--- config.mk ---
export PLATFORM = sky130hd
export DESIGN_NAME = apar_unit
export DESIGN_NICKNAME = d
export VERILOG_FILES = /design/src/rtl/apar_pkg.sv /design/src/rtl/apar_slice_par.sv /design/src/rtl/apar_gen.sv /design/src/rtl/apar_chk.sv /design/src/rtl/apar_unit.sv
export SDC_FILE = /design/constraint.sdc
export NUM_CORES = 1
export LEC_CHECK = 0
export BUFFER_PORTS_ARGS = -buffer_cell sky130_fd_sc_hd__buf_2
export CORE_UTILIZATION = 25
export DETAILED_ROUTE_END_ITERATION = 10
export PLACE_DENSITY_LB_ADDON = 0.12
export SLEW_MARGIN = 10
export SYNTH_ARGS = -nofsm -noshare
export SYNTH_HDL_FRONTEND = slang
export SYNTH_SLANG_ARGS = --single-unit
--- constraint.sdc ---
create_clock -name clk -period 2.45 [get_ports clk]
set_input_delay 0.49 -clock clk [delete_from_list [all_inputs] [get_ports clk]]
set_output_delay 0.49 -clock clk [all_outputs]
set_load 0.02 [all_outputs]
--- src/rtl/apar_pkg.sv ---
package apar_pkg;

    localparam int unsigned GRP_N = 2;

    typedef enum logic [1:0] {
        ST_IDLE  = 2'd0,
        ST_WAIT1 = 2'd1,
        ST_WAIT2 = 2'd2
    } apar_st_e;

    typedef struct packed {
        apar_st_e   st;
        logic [1:0] err;
        logic       err_sub2;
    } apar_chk_regs_t;

endpackage

--- src/rtl/apar_slice_par.sv ---
module apar_slice_par #(
    parameter int unsigned W = 12
) (
    input  logic [W-1:0] lines_n,
    output logic         par_n
);
    logic odd_lows;

    always_comb begin
        odd_lows = ^(~lines_n);
        par_n    = ~odd_lows;
    end
endmodule

--- src/rtl/apar_gen.sv ---
module apar_gen #(
    parameter int unsigned ADDR_W = 33,
    parameter int unsigned REQ_W  = 5,
    parameter int unsigned HI_W   = 12
) (
    input  logic [ADDR_W-1:0] addr_n,
    input  logic [REQ_W-1:0]  req_n,
    input  logic              sub2,
    output logic [1:0]        par_n
);
    localparam int unsigned LOA_W = ADDR_W - HI_W;
    localparam int unsigned LO_W  = LOA_W + REQ_W;

    logic [HI_W-1:0] hi_lines;
    logic [LO_W-1:0] lo_lines;
    logic [1:0]      slice_par;

    always_comb begin
        hi_lines = addr_n[ADDR_W-1:LOA_W];
        lo_lines = {req_n, addr_n[LOA_W-1:0]};
    end

    for (genvar g = 0; g < 2; g++) begin : g_slice
        if (g == 0) begin : g_hi
            apar_slice_par #(.W(HI_W)) u_par (.lines_n(hi_lines), .par_n(slice_par[g]));
        end else begin : g_lo
            apar_slice_par #(.W(LO_W)) u_par (.lines_n(lo_lines), .par_n(slice_par[g]));
        end
    end

    always_comb begin
        if (sub2) par_n = {slice_par[0], slice_par[1]};
        else      par_n = {slice_par[1], slice_par[0]};
    end
endmodule

--- src/rtl/apar_chk.sv ---
module apar_chk
    import apar_pkg::*;
#(
    parameter int unsigned ADDR_W = 33,
    parameter int unsigned REQ_W  = 5,
    parameter int unsigned HI_W   = 12
) (
    input  logic              clk,
    input  logic              rst,
    input  logic              strobe,
    input  logic [GRP_N-1:0]  cap,
    input  logic [ADDR_W-1:0] addr_n,
    input  logic [REQ_W-1:0]  req_n,
    input  logic [1:0]        par_n,
    output logic [1:0]        err,
    output logic              err_sub2
);
    apar_chk_regs_t r_q;
    apar_chk_regs_t r_d;
    logic [1:0]     exp_par_n;
    logic [1:0]     mism;
    logic           sub2_sel;
    logic           cap_ok;
    logic           chk_en;

    assign sub2_sel = (r_q.st == ST_WAIT2);
    assign cap_ok   = &cap;

    apar_gen #(.ADDR_W(ADDR_W), .REQ_W(REQ_W), .HI_W(HI_W)) u_exp (
        .addr_n (addr_n),
        .req_n  (req_n),
        .sub2   (sub2_sel),
        .par_n  (exp_par_n)
    );

    assign mism = exp_par_n ^ par_n;

    always_comb begin
        r_d          = r_q;
        r_d.err      = '0;
        r_d.err_sub2 = 1'b0;
        chk_en       = 1'b0;
        case (r_q.st)
            ST_IDLE: begin
                if (strobe) begin
                    if (cap_ok) begin
                        chk_en = 1'b1;
                        r_d.st = ST_WAIT2;
                    end else begin
                        r_d.st = ST_WAIT1;
                    end
                end
            end
            ST_WAIT1: begin
                if (cap_ok) begin
                    chk_en = 1'b1;
                    r_d.st = ST_WAIT2;
                end
            end
            ST_WAIT2: begin
                if (cap_ok) begin
                    chk_en = 1'b1;
                    r_d.st = ST_IDLE;
                end
            end
            default: r_d.st = ST_IDLE;
        endcase
        if (chk_en) begin
            r_d.err      = mism;
            r_d.err_sub2 = sub2_sel & (|mism);
        end
        if (rst) begin
            r_d.st       = ST_IDLE;
            r_d.err      = '0;
            r_d.err_sub2 = 1'b0;
        end
    end

    always_ff @(posedge clk) begin
        r_q <= r_d;
    end

    assign err      = r_q.err;
    assign err_sub2 = r_q.err_sub2;
endmodule

--- src/rtl/apar_unit.sv ---
module apar_unit #(
    parameter int unsigned ADDR_W = 33,
    parameter int unsigned REQ_W  = 5,
    parameter int unsigned HI_W   = 12
) (
    input  logic              clk,
    input  logic              rst,
    input  logic [ADDR_W-1:0] tx_addr_n,
    input  logic [REQ_W-1:0]  tx_req_n,
    input  logic              tx_sub2,
    output logic [1:0]        tx_par_n,
    input  logic              rx_strobe,
    input  logic [1:0]        rx_cap,
    input  logic [ADDR_W-1:0] rx_addr_n,
    input  logic [REQ_W-1:0]  rx_req_n,
    input  logic [1:0]        rx_par_n,
    output logic [1:0]        err_par,
    output logic              err_sub2
);
    apar_gen #(.ADDR_W(ADDR_W), .REQ_W(REQ_W), .HI_W(HI_W)) u_gen (
        .addr_n (tx_addr_n),
        .req_n  (tx_req_n),
        .sub2   (tx_sub2),
        .par_n  (tx_par_n)
    );

    apar_chk #(.ADDR_W(ADDR_W), .REQ_W(REQ_W), .HI_W(HI_W)) u_chk (
        .clk      (clk),
        .rst      (rst),
        .strobe   (rx_strobe),
        .cap      (rx_cap),
        .addr_n   (rx_addr_n),
        .req_n    (rx_req_n),
        .par_n    (rx_par_n),
        .err      (err_par),
        .err_sub2 (err_sub2)
    );
endmodule

==> results.md <==
Global route:
- Entering global routing, the biggest net connects 10 pins.
- The via count of the first global-routing pass is ~1000.
- The total routing usage reported by global routing is around 10%.
- The wire length of the first global-routing pass is 3480 um.
- The initial antenna violation count was 0.
- The leftover overflow at the end of global routing is 0.

Placement:
- The post-placement cell count is 251.
- Routability-driven placement finished with a final weighted congestion of slightly above 0.8.
- The number of port buffers is 88.
- The HPWL after detailed placement is between 1500 and 2000 um.

Floorplanning:
- The row count is 22.
- The initial standard-cell utilization of the core is about 27%.
- The floorplan step set the die width to 66.0 um.
- The total die area is ~4400 um^2.
- The area of the placeable core is 3800 um^2.
- During I/O placement, the number of pins put on the boundary was approximately 90.
- The floorplan step set the die height to approximately 66 um.

Clock network:
- In this run the post-CTS setup repair buffer count came out at 0.
- TritonCTS built the clock tree.
- Clock-pin slew was measured on the worst setup and hold paths at 40 ps.
- The clock root buffer is clkbuf_8.
- Gates resized during post-CTS repair numbered 0.
- The clock latency of the later-clocked register in the worst-skew pair is between 200 and 250 ps.
- The total CTS buffers is 3.
- The clock net in this run drives a total of 5 sinks.
- CTS built an H-tree with a depth of 1.
- The number of hold buffers added after cts is 0.
- The largest buffer count on any clock path is 2.

Run:
- Across the run, the number of max-cap violations was 0.

STA:
- The worst path uses 88.3% of the clock period.
- The number of pins with negative max-slew slack in the final report is 0.
- Setup repair after global routing left no endpoint under its margin.
- For the final routed database, the setup TNS stands at 0 ps.
- The hold violation total from the final report is 0.
- The highest clock rate is 462 MHz.
- The total setup violations reported at the end of the flow is 0.
- The tightest slew margin relative to the limit is 65.4%.
- Across the routed clock network, the largest skew measured is about 1.5 ps.
- For the pin with the worst max-slew slack, the measured transition is ~510 ps.
- The minimum period implied by the final worst setup slack is about 2200 ps.

Setup path:
- Broken down by cell family, the worst path's largest delay share belongs to XOR/XNOR gates.
- STA classifies the critical path endpoint as an output pin.
- The startpoint-to-endpoint class of the critical path is in2out.
- On the worst path, the slowest cell contributes a delay of approximately 190 ps.
- The largest fanout on the critical path is 2.
- Among the stages of the critical path, the cell type that occurs most often is xnor2_1.
- Walking the worst path, the cells encountered are buf_2 > xor2_1 > xnor2_1 > xnor2_1 > xnor2_1 > xnor2_1 > mux2i_1 > buf_2.
- The critical path's slowest cell is xnor2_1.
- The worst setup path is launched from an input port.
- Together, buffers and inverters on the worst path number 2.
- For the worst setup path, the data required time is 1960 ps.
- The arrival time of data at the critical path endpoint is around 1700 ps.

Yosys:
- The sequential area share after synthesis is around a tenth.
- The most used flip-flop cell after synthesis is dfxtp_1.
- The total nets after synthesis is between 200 and 250.
- Sorting the synthesized cells by area gives the leading types as xnor2_1 51%, dfxtp_1 9.8%, xor2_1 6.0%.
- In the synthesized netlist, the cells that appear most often are 60 x xnor2_1, 7 x xor2_1, 6 x a21oi_1, 5 x dfxtp_1.
- The synthesized design spends more area on one cell type than any other, namely xnor2_1.
- The total number of yosys warnings is 0.
- Yosys mapped a number of flops with a built-in enable equal to 0.
- Yosys mapped the design onto 22 distinct sky130hd cell types.
- In the synthesized netlist the async set-or-reset flop fraction comes to 0%.
- The cell count after synthesis came out at between 100 and 150.
- The synthesized area divided by synthesized cell count is 8.76 um^2.
- The netlist area before placement is between 1000 and 1500 um^2.
- Counting flops and latches in the post-synthesis netlist gives 5.
- In the post-synthesis netlist, the cell with the most instances is xnor2_1.
- The share of the synthesized area in the top cell type is between 50 and 60%.

Final layout:
- In the final layout, the share of cells above drive strength 1 is 44.4%.
- The layout-stage area growth over the synthesis result is 51.8%.
- The repair_antennas step left the layout with diodes totalling 0.
- At the end of the flow, the number of nets in the layout was around 300.
- Measured on the finished design, the core utilization comes to approximately 40%.
- Leaving out filler cells and counting taps, the final layout contains 255.

Pwr:
- IR analysis of the VDD net gives a maximum drop of about 230 uV.
- The internal power of the cells totals around 0.00050 W.
- The total design power is 0.000795 W.
- In this run the power density over the cells is 511 nW/um^2.
- Sequential cells burn a little under an eighth of the power.
- Per report_power, the combinational group accounts for 69.6% of the total.
- The switching power is between 0.0002 and 0.0003 W.
- The analysis attributes to cell leakage a power of about 0.73 nW.
- In this run switching power makes up 37.2% of total power.
- The clock network is responsible for 18.8% of the overall power.

Drt:
- The routed wire length is around 2100 um.
- The first TritonRoute pass finished after 4 iterations.
- The total via count in the routed design is roughly 1100.
- Dividing the detail-routed wire length by the instance count gives between 8 and 9 um.
- The post-detailed-route via-to-cell ratio is about 4.2.
- Once detail routing completed, the nets flagged for antenna violations numbered 0.
- The detailed router finished its first iteration with 20 violations.
- The total DRC errors in the routed layout is 0.

Status:
- The run finished with clean final reports.

Hold path:
- The class of the most critical hold timing path is in2reg.
metrics by stage:
| step | setup slack (ps) | hold slack [ps] | cell area (um^2) |
|---|---|---|---|
| 2_1_floorplan | 366 | 478 | 1020 |
| 3_3_place_gp | 239 | 528 | 1510 |
| 3_5_place_dp | 214 | 542 | 1510 |
| 4_1_cts | 257 | 472 | 1560 |
| 5_1_grt | 162 | 488 | 1560 |
| 6_report | 287 | 481 | 1560 |
worst register-to-register path: cells and delay by family, from the launching register on:
family | cells | cell delay [ps]
and+or+nand+nor | 3 | 1010
DFF | 1 | 390
adders and majority gates | 1 | 280
buffers and inverters | 1 | 90
AOI/OAI and AO/OA | 1 | 40
registers in the layout, summed over array words and instances (netlist names):
register	count
u_chk.err	2
u_chk.r_q	2
u_chk.err_sub2	1
cell families (layout without fill, tap and decap cells):
family                     count (synthesis)  count (layout)  synth area share [%]
xor gates and xnor gates                  70              70                  63.2
and+or+nand+nor                           22              22                  12.1
AOI/OAI and AO/OA                          8               8                  3.91
DFF                                        5               5                  9.77
adders and majority gates                  4               4                  4.88
muxes                                      4               4                  3.91
buffers and inverters                      4              94                  2.20
path summary, 6_finish.rpt:
kind | startpoint | to | slack (ps) | cells after the start
worst max-delay path | tx_addr_n[10] | tx_par_n[0] | 290 | 8
worst min-delay path | rst | u_chk.r_q[4] | 480 | 2
worst max register to register | u_chk.r_q[3] | u_chk.err[0] | 570 | 6
worst min register to register | u_chk.r_q[3] | u_chk.r_q[3] | 550 | 2
power groups by stage:
stage,combinational (W),clock (W),sequential (W)
2_1_floorplan,0.000412,0,0.0000919
3_3_place_gp,0.000555,0,0.0000925
3_5_place_dp,0.000559,0,0.0000930
4_1_cts,0.000561,0.000154,0.0000918
5_1_grt,0.000600,0.000161,0.0000926
6_report,0.000553,0.000150,0.0000917
final cells by class:
class                           count  area (um^2)
Fill cell                         404         2240
Multi-Input combinational cell    108          902
Timing Repair Buffer               88          440
Sequential cell                     5          100
Tap cell                           48         60.1
Clock buffer                        4         45.0
Inverter                            2         7.51
cells in the final DEF (no fill, tap or decap):
cell type,count
buf_2,88
xnor2_1,60
xor2_1,7
a21oi_1,6
dfxtp_1,5
mux2i_1,4
nand2_1,4
nor2_1,4
ha_1,4
nand3_1,3
clkbuf_8,3
inv_1,2
nand4b_1,2
or4_1,2
and3_1,2
xnor3_1,2
o21ai_0,2
nor4_1,1
xnor2_2,1
nor2b_1,1
nand4_1,1
or4b_1,1
nor3_1,1
clkbuf_1,1
layer usage:
| layer | up-vias | part of all wire, % | track usage [%] |
|---|---|---|---|
| li1 | 563 | - | - |
| met1 | 453 | 38 | 8.92 |
| met2 | 61 | 51 | 21.0 |
| met3 | 0 | 11 | 1.72 |
| met4 | 0 | 0 | 4.79 |
| met5 | - | 0 | 0 |
(Power assumes the default switching activity.)
